**src/rtl/lfsr_cnt_pkg.sv**
```systemverilog
// Package: shared constants and per-length tap/seed lookups.
// Assumes callers pass a length inside MIN_LEN..MAX_LEN; other values
// return an all-zero mask so the top-level range check is the only guard.
package lfsr_cnt_pkg;

    localparam int MIN_LEN = 2;
    localparam int MAX_LEN = 8;

    // Tap mask: bit i set means stage Xi feeds the XOR.
    function automatic logic [MAX_LEN-1:0] tap_mask(input int len);
        logic [MAX_LEN-1:0] m;
        case (len)
            2, 3, 4, 6: m = 8'b0000_0011;
            5:          m = 8'b0000_0101;
            7:          m = 8'b0000_1001;
            8:          m = 8'b0001_1101;
            default:    m = 8'b0000_0000;
        endcase
        return m;
    endfunction

    // Seed: only the input-end stage X(len-1) is set.
    function automatic logic [MAX_LEN-1:0] seed_word(input int len);
        logic [MAX_LEN-1:0] s;
        s = '0;
        s[len-1] = 1'b1;
        return s;
    endfunction

endpackage

```
**src/rtl/lfsr_tap_xor.sv**
```systemverilog
// Module: forms the serial feedback bit as the modulo-2 sum of the
// stages chosen by the tap table for this WIDTH.
// Assumes WIDTH is within the supported range; purely combinational.
module lfsr_tap_xor
    import lfsr_cnt_pkg::*;
#(
    parameter int WIDTH = 8
) (
    input  logic [WIDTH-1:0] cur_state,
    output logic             fb_bit
);

    localparam logic [MAX_LEN-1:0] MASK_FULL = tap_mask(WIDTH);
    localparam logic [WIDTH-1:0]   MASK      = MASK_FULL[WIDTH-1:0];

    logic [WIDTH-1:0] tapped;

    // One AND gate per stage; unused stages fold to constant zero.
    for (genvar i = 0; i < WIDTH; i++) begin : g_tap
        assign tapped[i] = cur_state[i] & MASK[i];
    end

    // Reduce the tapped stages to the feedback bit.
    always_comb begin
        fb_bit = ^tapped;
    end

endmodule

```
**src/rtl/lfsr_shift_core.sv**
```systemverilog
// Module: the state register. Shifts from X(WIDTH-1) toward X0 on each
// enabled edge, loading the feedback bit at the input end.
// Assumes synchronous active-low reset; reset has priority over enable.
module lfsr_shift_core
    import lfsr_cnt_pkg::*;
#(
    parameter int WIDTH = 8
) (
    input  logic             clk,
    input  logic             rst_n,
    input  logic             step_en,
    input  logic             fb_bit,
    output logic [WIDTH-1:0] state_q
);

    localparam logic [MAX_LEN-1:0] SEED_FULL = seed_word(WIDTH);
    localparam logic [WIDTH-1:0]   SEED      = SEED_FULL[WIDTH-1:0];

    // Register update: reset to seed, else shift when enabled.
    always_ff @(posedge clk) begin
        if (!rst_n) begin
            state_q <= SEED;
        end else if (step_en) begin
            state_q <= {fb_bit, state_q[WIDTH-1:1]};
        end
    end

    // reset always leaves the seed behind
    a_r1_seed_after_reset: assert property (@(posedge clk)
        !rst_n |=> state_q == SEED);

    // idle edges keep the state unchanged
    a_r2_hold_when_idle: assert property (@(posedge clk) disable iff (!rst_n)
        (rst_n && !step_en) |=> $stable(state_q));

    // enabled edges move every stage one place toward X0
    a_r3_shift_down: assert property (@(posedge clk) disable iff (!rst_n)
        (rst_n && step_en) |=> state_q[WIDTH-2:0] == $past(state_q[WIDTH-1:1]));

    // the lock-up state is never reached
    a_r7_never_zero: assert property (@(posedge clk) disable iff (!rst_n)
        $past(rst_n) |-> state_q != '0);

endmodule

```
**src/rtl/lfsr_wrap_flag.sv**
```systemverilog
// Module: raises a one-cycle flag after an enabled edge that reloads
// the seed. It also keeps a step counter used only by the period check.
// Assumes nxt_state is the value the core loads on an enabled edge.
module lfsr_wrap_flag
    import lfsr_cnt_pkg::*;
#(
    parameter int WIDTH = 8
) (
    input  logic             clk,
    input  logic             rst_n,
    input  logic             step_en,
    input  logic [WIDTH-1:0] nxt_state,
    output logic             wrap_pulse
);

    localparam logic [MAX_LEN-1:0] SEED_FULL = seed_word(WIDTH);
    localparam logic [WIDTH-1:0]   SEED      = SEED_FULL[WIDTH-1:0];
    localparam int                 CW        = WIDTH + 1;
    localparam logic [CW-1:0]      PERIOD    = CW'((1 << WIDTH) - 1);

    logic          hits_seed;
    logic [CW-1:0] steps_since;

    // Detect that the coming step returns to the seed.
    always_comb begin
        hits_seed = (nxt_state == SEED);
    end

    // Registered flag, high only after a seed-loading step.
    always_ff @(posedge clk) begin
        if (!rst_n) begin
            wrap_pulse <= 1'b0;
        end else begin
            wrap_pulse <= step_en && hits_seed;
        end
    end

    // Steps taken since the seed was last present (period check only).
    always_ff @(posedge clk) begin
        if (!rst_n) begin
            steps_since <= '0;
        end else if (step_en) begin
            steps_since <= hits_seed ? '0 : steps_since + 1'b1;
        end
    end

    // the seed comes back only after a full period of steps
    a_r5_full_period: assert property (@(posedge clk) disable iff (!rst_n)
        (step_en && hits_seed) |-> steps_since == PERIOD - 1'b1);

    // the flag never lasts two cycles
    a_r6_single_cycle: assert property (@(posedge clk) disable iff (!rst_n)
        wrap_pulse |=> !wrap_pulse);

    // the flag only follows an enabled edge
    a_r6_needs_step: assert property (@(posedge clk) disable iff (!rst_n)
        $rose(wrap_pulse) |-> $past(step_en));

endmodule

```
**src/rtl/lfsr_seq_counter.sv**
```systemverilog
// Module: top of the maximal-length shift-register counter. Ties the
// tap XOR, the state register and the wrap flag together.
// Assumes WIDTH in 2..8; other values stop elaboration.
module lfsr_seq_counter
    import lfsr_cnt_pkg::*;
#(
    parameter int WIDTH = 8
) (
    input  logic             clk,
    input  logic             rst_n,
    input  logic             step_en,
    output logic [WIDTH-1:0] state_q,
    output logic             wrap_pulse
);

    localparam logic [MAX_LEN-1:0] SEED_FULL = seed_word(WIDTH);
    localparam logic [WIDTH-1:0]   SEED      = SEED_FULL[WIDTH-1:0];

    if (WIDTH < MIN_LEN || WIDTH > MAX_LEN) begin : g_bad_width
        $error("lfsr_seq_counter: WIDTH must lie in 2..8");
    end

    logic             fb_bit;
    logic [WIDTH-1:0] nxt_state;

    lfsr_tap_xor #(.WIDTH(WIDTH)) u_taps (
        .cur_state (state_q),
        .fb_bit    (fb_bit)
    );

    lfsr_shift_core #(.WIDTH(WIDTH)) u_core (
        .clk     (clk),
        .rst_n   (rst_n),
        .step_en (step_en),
        .fb_bit  (fb_bit),
        .state_q (state_q)
    );

    // Value the core loads on the next enabled edge.
    always_comb begin
        nxt_state = {fb_bit, state_q[WIDTH-1:1]};
    end

    lfsr_wrap_flag #(.WIDTH(WIDTH)) u_wrap (
        .clk        (clk),
        .rst_n      (rst_n),
        .step_en    (step_en),
        .nxt_state  (nxt_state),
        .wrap_pulse (wrap_pulse)
    );

    // a raised flag always shows the seed on the state port
    a_r6_flag_with_seed: assert property (@(posedge clk) disable iff (!rst_n)
        wrap_pulse |-> state_q == SEED);

endmodule

```
**config.mk**
```make
export PLATFORM = sky130hd
export DESIGN_NAME = lfsr_seq_counter
export DESIGN_NICKNAME = d
export VERILOG_FILES = /design/src/rtl/lfsr_cnt_pkg.sv /design/src/rtl/lfsr_tap_xor.sv /design/src/rtl/lfsr_shift_core.sv /design/src/rtl/lfsr_wrap_flag.sv /design/src/rtl/lfsr_seq_counter.sv
export SDC_FILE = /design/constraint.sdc
export NUM_CORES = 1
export LEC_CHECK = 0
export BUFFER_PORTS_ARGS = -buffer_cell sky130_fd_sc_hd__buf_2
export CAP_MARGIN = 20
export CORE_AREA = 2 2 39 41
export CTS_CLUSTER_SIZE = 20
export DETAILED_ROUTE_END_ITERATION = 16
export DIE_AREA = 0 0 41 43
export PLACE_DENSITY_LB_ADDON = 0.12
export RECOVER_POWER = 100
export SLEW_MARGIN = 5
export SYNTH_ARGS = -nofsm -noshare
export SYNTH_HDL_FRONTEND = slang
export SYNTH_SLANG_ARGS = --single-unit
```
**constraint.sdc**
```tcl
create_clock -name clk -period 1.05 [get_ports clk]
set_clock_uncertainty 0.1 [all_clocks]
set_input_delay 0.21 -clock clk [delete_from_list [all_inputs] [get_ports clk]]
set_output_delay 0.21 -clock clk [all_outputs]
set_load 0.01 [all_outputs]
```
# Yosys cells after proc, flatten, opt, wreduce, memory -nomap -nowiden

Cells that the tools add are included.

Bits in registers: 9
Bits of input ports: 3
Output and inout port bits: 9

Equal/unequal tests: 1
Reductions and logical operators: 2

Operators by type and width:

| operator                                   | number |
|---|---|
| equality test 8 bit, second input constant | 1 |
| parity 8 bit                               | 1 |
| logical AND 1 bit                          | 1 |

# Logic depth before layout (Yosys ltp)

Word-level depth: 3
Gate-level depth with buffers: 4
Depth with buffers taken out: 3

# Modules after synthesis

Synthesis repeated with hierarchy kept, for this count alone.

Cells, all modules: 32
Area total of the unflattened synthesis: 374.1 µm²

By module, submodules not included:

| module          | instances | cells each | area an instance (µm²) | sequential area each (µm²) |
|---|---|---|---|---|
| lfsr_shift_core | 1         | 25         | 299.0                  | 160.2 |
| lfsr_wrap_flag  | 1         | 4          | 48.8                   | 20.0 |
| lfsr_tap_xor    | 1         | 3          | 26.3                   | 0.0 |

# Least setup slack after synthesis

OpenSTA, ideal clock, no wires.

Path kind: register to register
From: register u_core.state_q[2]
To: register u_core.state_q[7]
Setup time: 125 ps
Data arrival time: 807 ps
Required time: 825 ps
Slack: 19 ps
Cell stages (with the launch flop): 4
Buffers on the path: 0
Cell sequence: dfxtp_1 -> xnor2_1 -> xnor2_1 -> a31oi_1

Cells in the longest elaborated chain, start to end: 1

Ends and longest elaborated chain:

| element                | RTL line              | RTL |
|---|---|---|
| start, declared        | lfsr_shift_core.sv:13 | `output logic [WIDTH-1:0] state_q` |
| start signal, assigned | lfsr_shift_core.sv:24 | `state_q <= {fb_bit, state_q[WIDTH-1:1]};` |
| parity 8 bit           | lfsr_tap_xor.sv:25    | `fb_bit = ^tapped;` |

Every way passes these cells.
A chain may end at the register's enable or synchronous reset.

# Worst setup path in the final report

From: register u_core.state_q[2]
To: output port state_q[2]

RTL lines:

| element       | RTL line               | RTL |
|---|---|---|
| end, declared | lfsr_seq_counter.sv:12 | `output logic [WIDTH-1:0] state_q,` |

No word-level cell between the ends.

==> key figures <==
Yosys
  – Synthesized area per cell: roughly 11 um^2
  – Synth cell count leaders: dfxtp_1, mux2i_1, nor2b_1
  – Ys async rst share: 0
  – Post-synthesis adder-cell area fraction: 0
  – Synth top area share: 0.4848
  – FF+latch count, synth: 9
  – Post-Syn Nets: 36
  – Largest family of logic cells by synthesized area: simple AND/OR/NAND/NOR gates
  – Synth Area in XOR/XNOR: 0.07071
  – Post-Synth Simple-Gate Area: 0.2088
  – Synth Instances: 33
  – Post-synth EDFFs: 0
  – Synthesis warning total: 0
  – Post-synthesis mux area share: 0.1886
  – Top cells by area, synth: dfxtp_1, mux2i_1, nor2b_1
  – Post-synth top flop: dfxtp_1
  – Sequential area share after synthesis: 0.4848
  – Synth cell types: 10
  – Yosys top cell by area: dfxtp_1
  – Compound-gate portion of the synthesized area: 0.01684
  – Post-synth design cell area: ~370 um^2
  – Cell with the most instances after synthesis: dfxtp_1

Clocking
  – H-tree levels: 1
  – Post-CTS Hold Fix Bufs: 0
  – CTS Buffer Depth: 2
  – Root Buffer: clkbuf_4
  – CTS tree: built
  – Clk_lat worst skew: approximately 0.26 ns
  – Sink Count: 9
  – CTS Buf Count: 3
  – Worst-path clk slew: about 0.06 ns

Placed design
  – RePlAce Congestion: 0.6859
  – Placed insts: 65
  – Buffers added on ports: 11
  – Detailed Place HPWL: ~550 um
  – Dpl ws: about 0.036 ns
  – Area after DPL: 505.5 um^2

Power and ir drop
  – Pleak: 0.3215 nW
  – Max VDD drop: 0.7738 mV
  – Power Density: between 1000 and 1500 nW/um^2

Setup path
  – Reg2reg path depth: 4
  – Worst Setup End Kind: output port
  – Critical Path RT: ~0.74 ns
  – Crit path launch type: flip-flop
  – WP data arrival: ~0.81 ns
  – Type of the worst setup path: flip-flop to output port
  – Maximum fanout along the worst path: 2

STA
  – Slew Viols, Final: 0
  – Worst setup margin: -0.06556 ns
  – Fin crit share: 1.062
  – Setup TNS: -0.3719 ns
  – Final min period: 1.116 ns
  – Worst-margin pin slew: around 0.20 ns
  – Max_slew headroom: 0.8652
  – WHS: around 0.16 ns
  – Setup Viol. Count Final: 8
  – RSZ-0062 raised after global routing: yes
  – Max Clock Freq: between 800 and 900 MHz
  – Hold Vio Cnt, Final: 0

Final layout
  – P&R area growth vs syn: 99.66%
  – Design Area, Final: between 700 and 800 um^2
  – Fin nets: between 60 and 70
  – Fill cells: ~130
  – Diodes inserted: 0
  – Final Non-Filler Cells: 79
  – Share of layout cells above drive strength 1: 0.6508

Die
  – DIE AREA: around 1800 um^2
  – Cell Rows: 14
  – Top-Level Pins: 12
  – Die Span X: 41 um
  – Starting Density: 0.2685
  – Core Area: roughly 1400 um^2
  – Die span in y: 43 um

Detailed routing
  – Vias per cell: around 4.3
  – Vias post-DR: about 340
  – Final ANT Viol Nets: 0
  – DRC: 0
  – Final wirelength: slightly above 900 um
  – DRT Pass-1 Iters: 2
  – Wire per inst: roughly 12 um
  – Starting DRC count in detailed routing: 4

Global route
  – Initial antenna violation count: 0
  – Vias in the first global route: 330
  – GRT Total Usage: 0.1261
  – Grt ovf: 0
  – Largest net degree at the start of global routing: 11
  – First-pass GRT wire length: 1428 um

Status
  – Status: finished, violations left
  – Failing checks: negative setup slack

Min path
  – HP Class: input port to flip-flop
  – Hold Path Stages: 2

Flow run
  – Max Cap Violations: 0
state kept, by name, summed over array words and instances, names as in the netlist:
name and cells:
u_wrap.wrap_pulse 1, u_core.state_q 8
critical path, cell delays in order, from the launching register on:
cell     delay (ns)
dfxtp_2        0.33
buf_6          0.11
buf_6          0.11
stage by stage:
step,util,power [mW]
floorplan,-,0.4085
global placement,0.3653,0.4495
detailed placement,0.3653,0.4507
CTS,0.4837,0.7549
global route,0.5362,0.7977
finish,0.5362,0.7574
routing by layer:
metal,share of wire,track usage
met4,0,0.08000
met3,0.044,0.04712
met1,0.38,0.1438
met5,0,0
met2,0.58,0.1875
cell families after synthesis:
logic type,count (synthesis)
and+or+nand+nor,12
buffers and inverters,1
muxes,7
AOI/OAI and AO/OA,1
DFF,9
xor gates and xnor gates,3
what timing repair did:
item | in CTS | in global routing
resized for setup | 18 | 10
endpoints found under the setup margin | 8 | 10
pin swaps | 1 | 2
setup buffers | 10 | 0
area by class of cell:
class / count / area (um^2) / share of cell area
clock buffers: 4 / 26.28 / 0.03541
flip-flops and latches: 9 / 188.9 / 0.2546
repair buffers: 27 / 266.5 / 0.3592
multi-input cells: 23 / 240.2 / 0.3238
well taps: 16 / 20.02 / 0.02698
where the power goes:
part	total [mW]	switching [mW]	internal, mW
logic	0.137	0.0487	0.0882
registers	0.360	0.00731	0.353
clock network	0.260	0.114	0.146
total	0.757	0.170	0.587
final timing paths:
check / slack [ns] / to / startpoint
min reg2reg: 0.48 / u_wrap.wrap_pulse / u_core.state_q[1]
max reg2reg: -0.06 / u_wrap.wrap_pulse / u_core.state_q[4]
max: -0.07 / state_q[2] / u_core.state_q[2]
min: 0.16 / u_core.state_q[7] / rst_n
layout by cell type (no fill, tap or decap), drive strengths merged:
| cell type | instances |
|---|---|
| dfxtp | 9 |
| a31oi | 1 |
| nor2 | 1 |
| nor3b | 2 |
| nor2b | 7 |
| nand4b | 1 |
| mux2i | 7 |
| clkbuf | 4 |
| xnor2 | 3 |
| nor4 | 1 |
| buf | 27 |
Power figures use the tool's default switching activity.
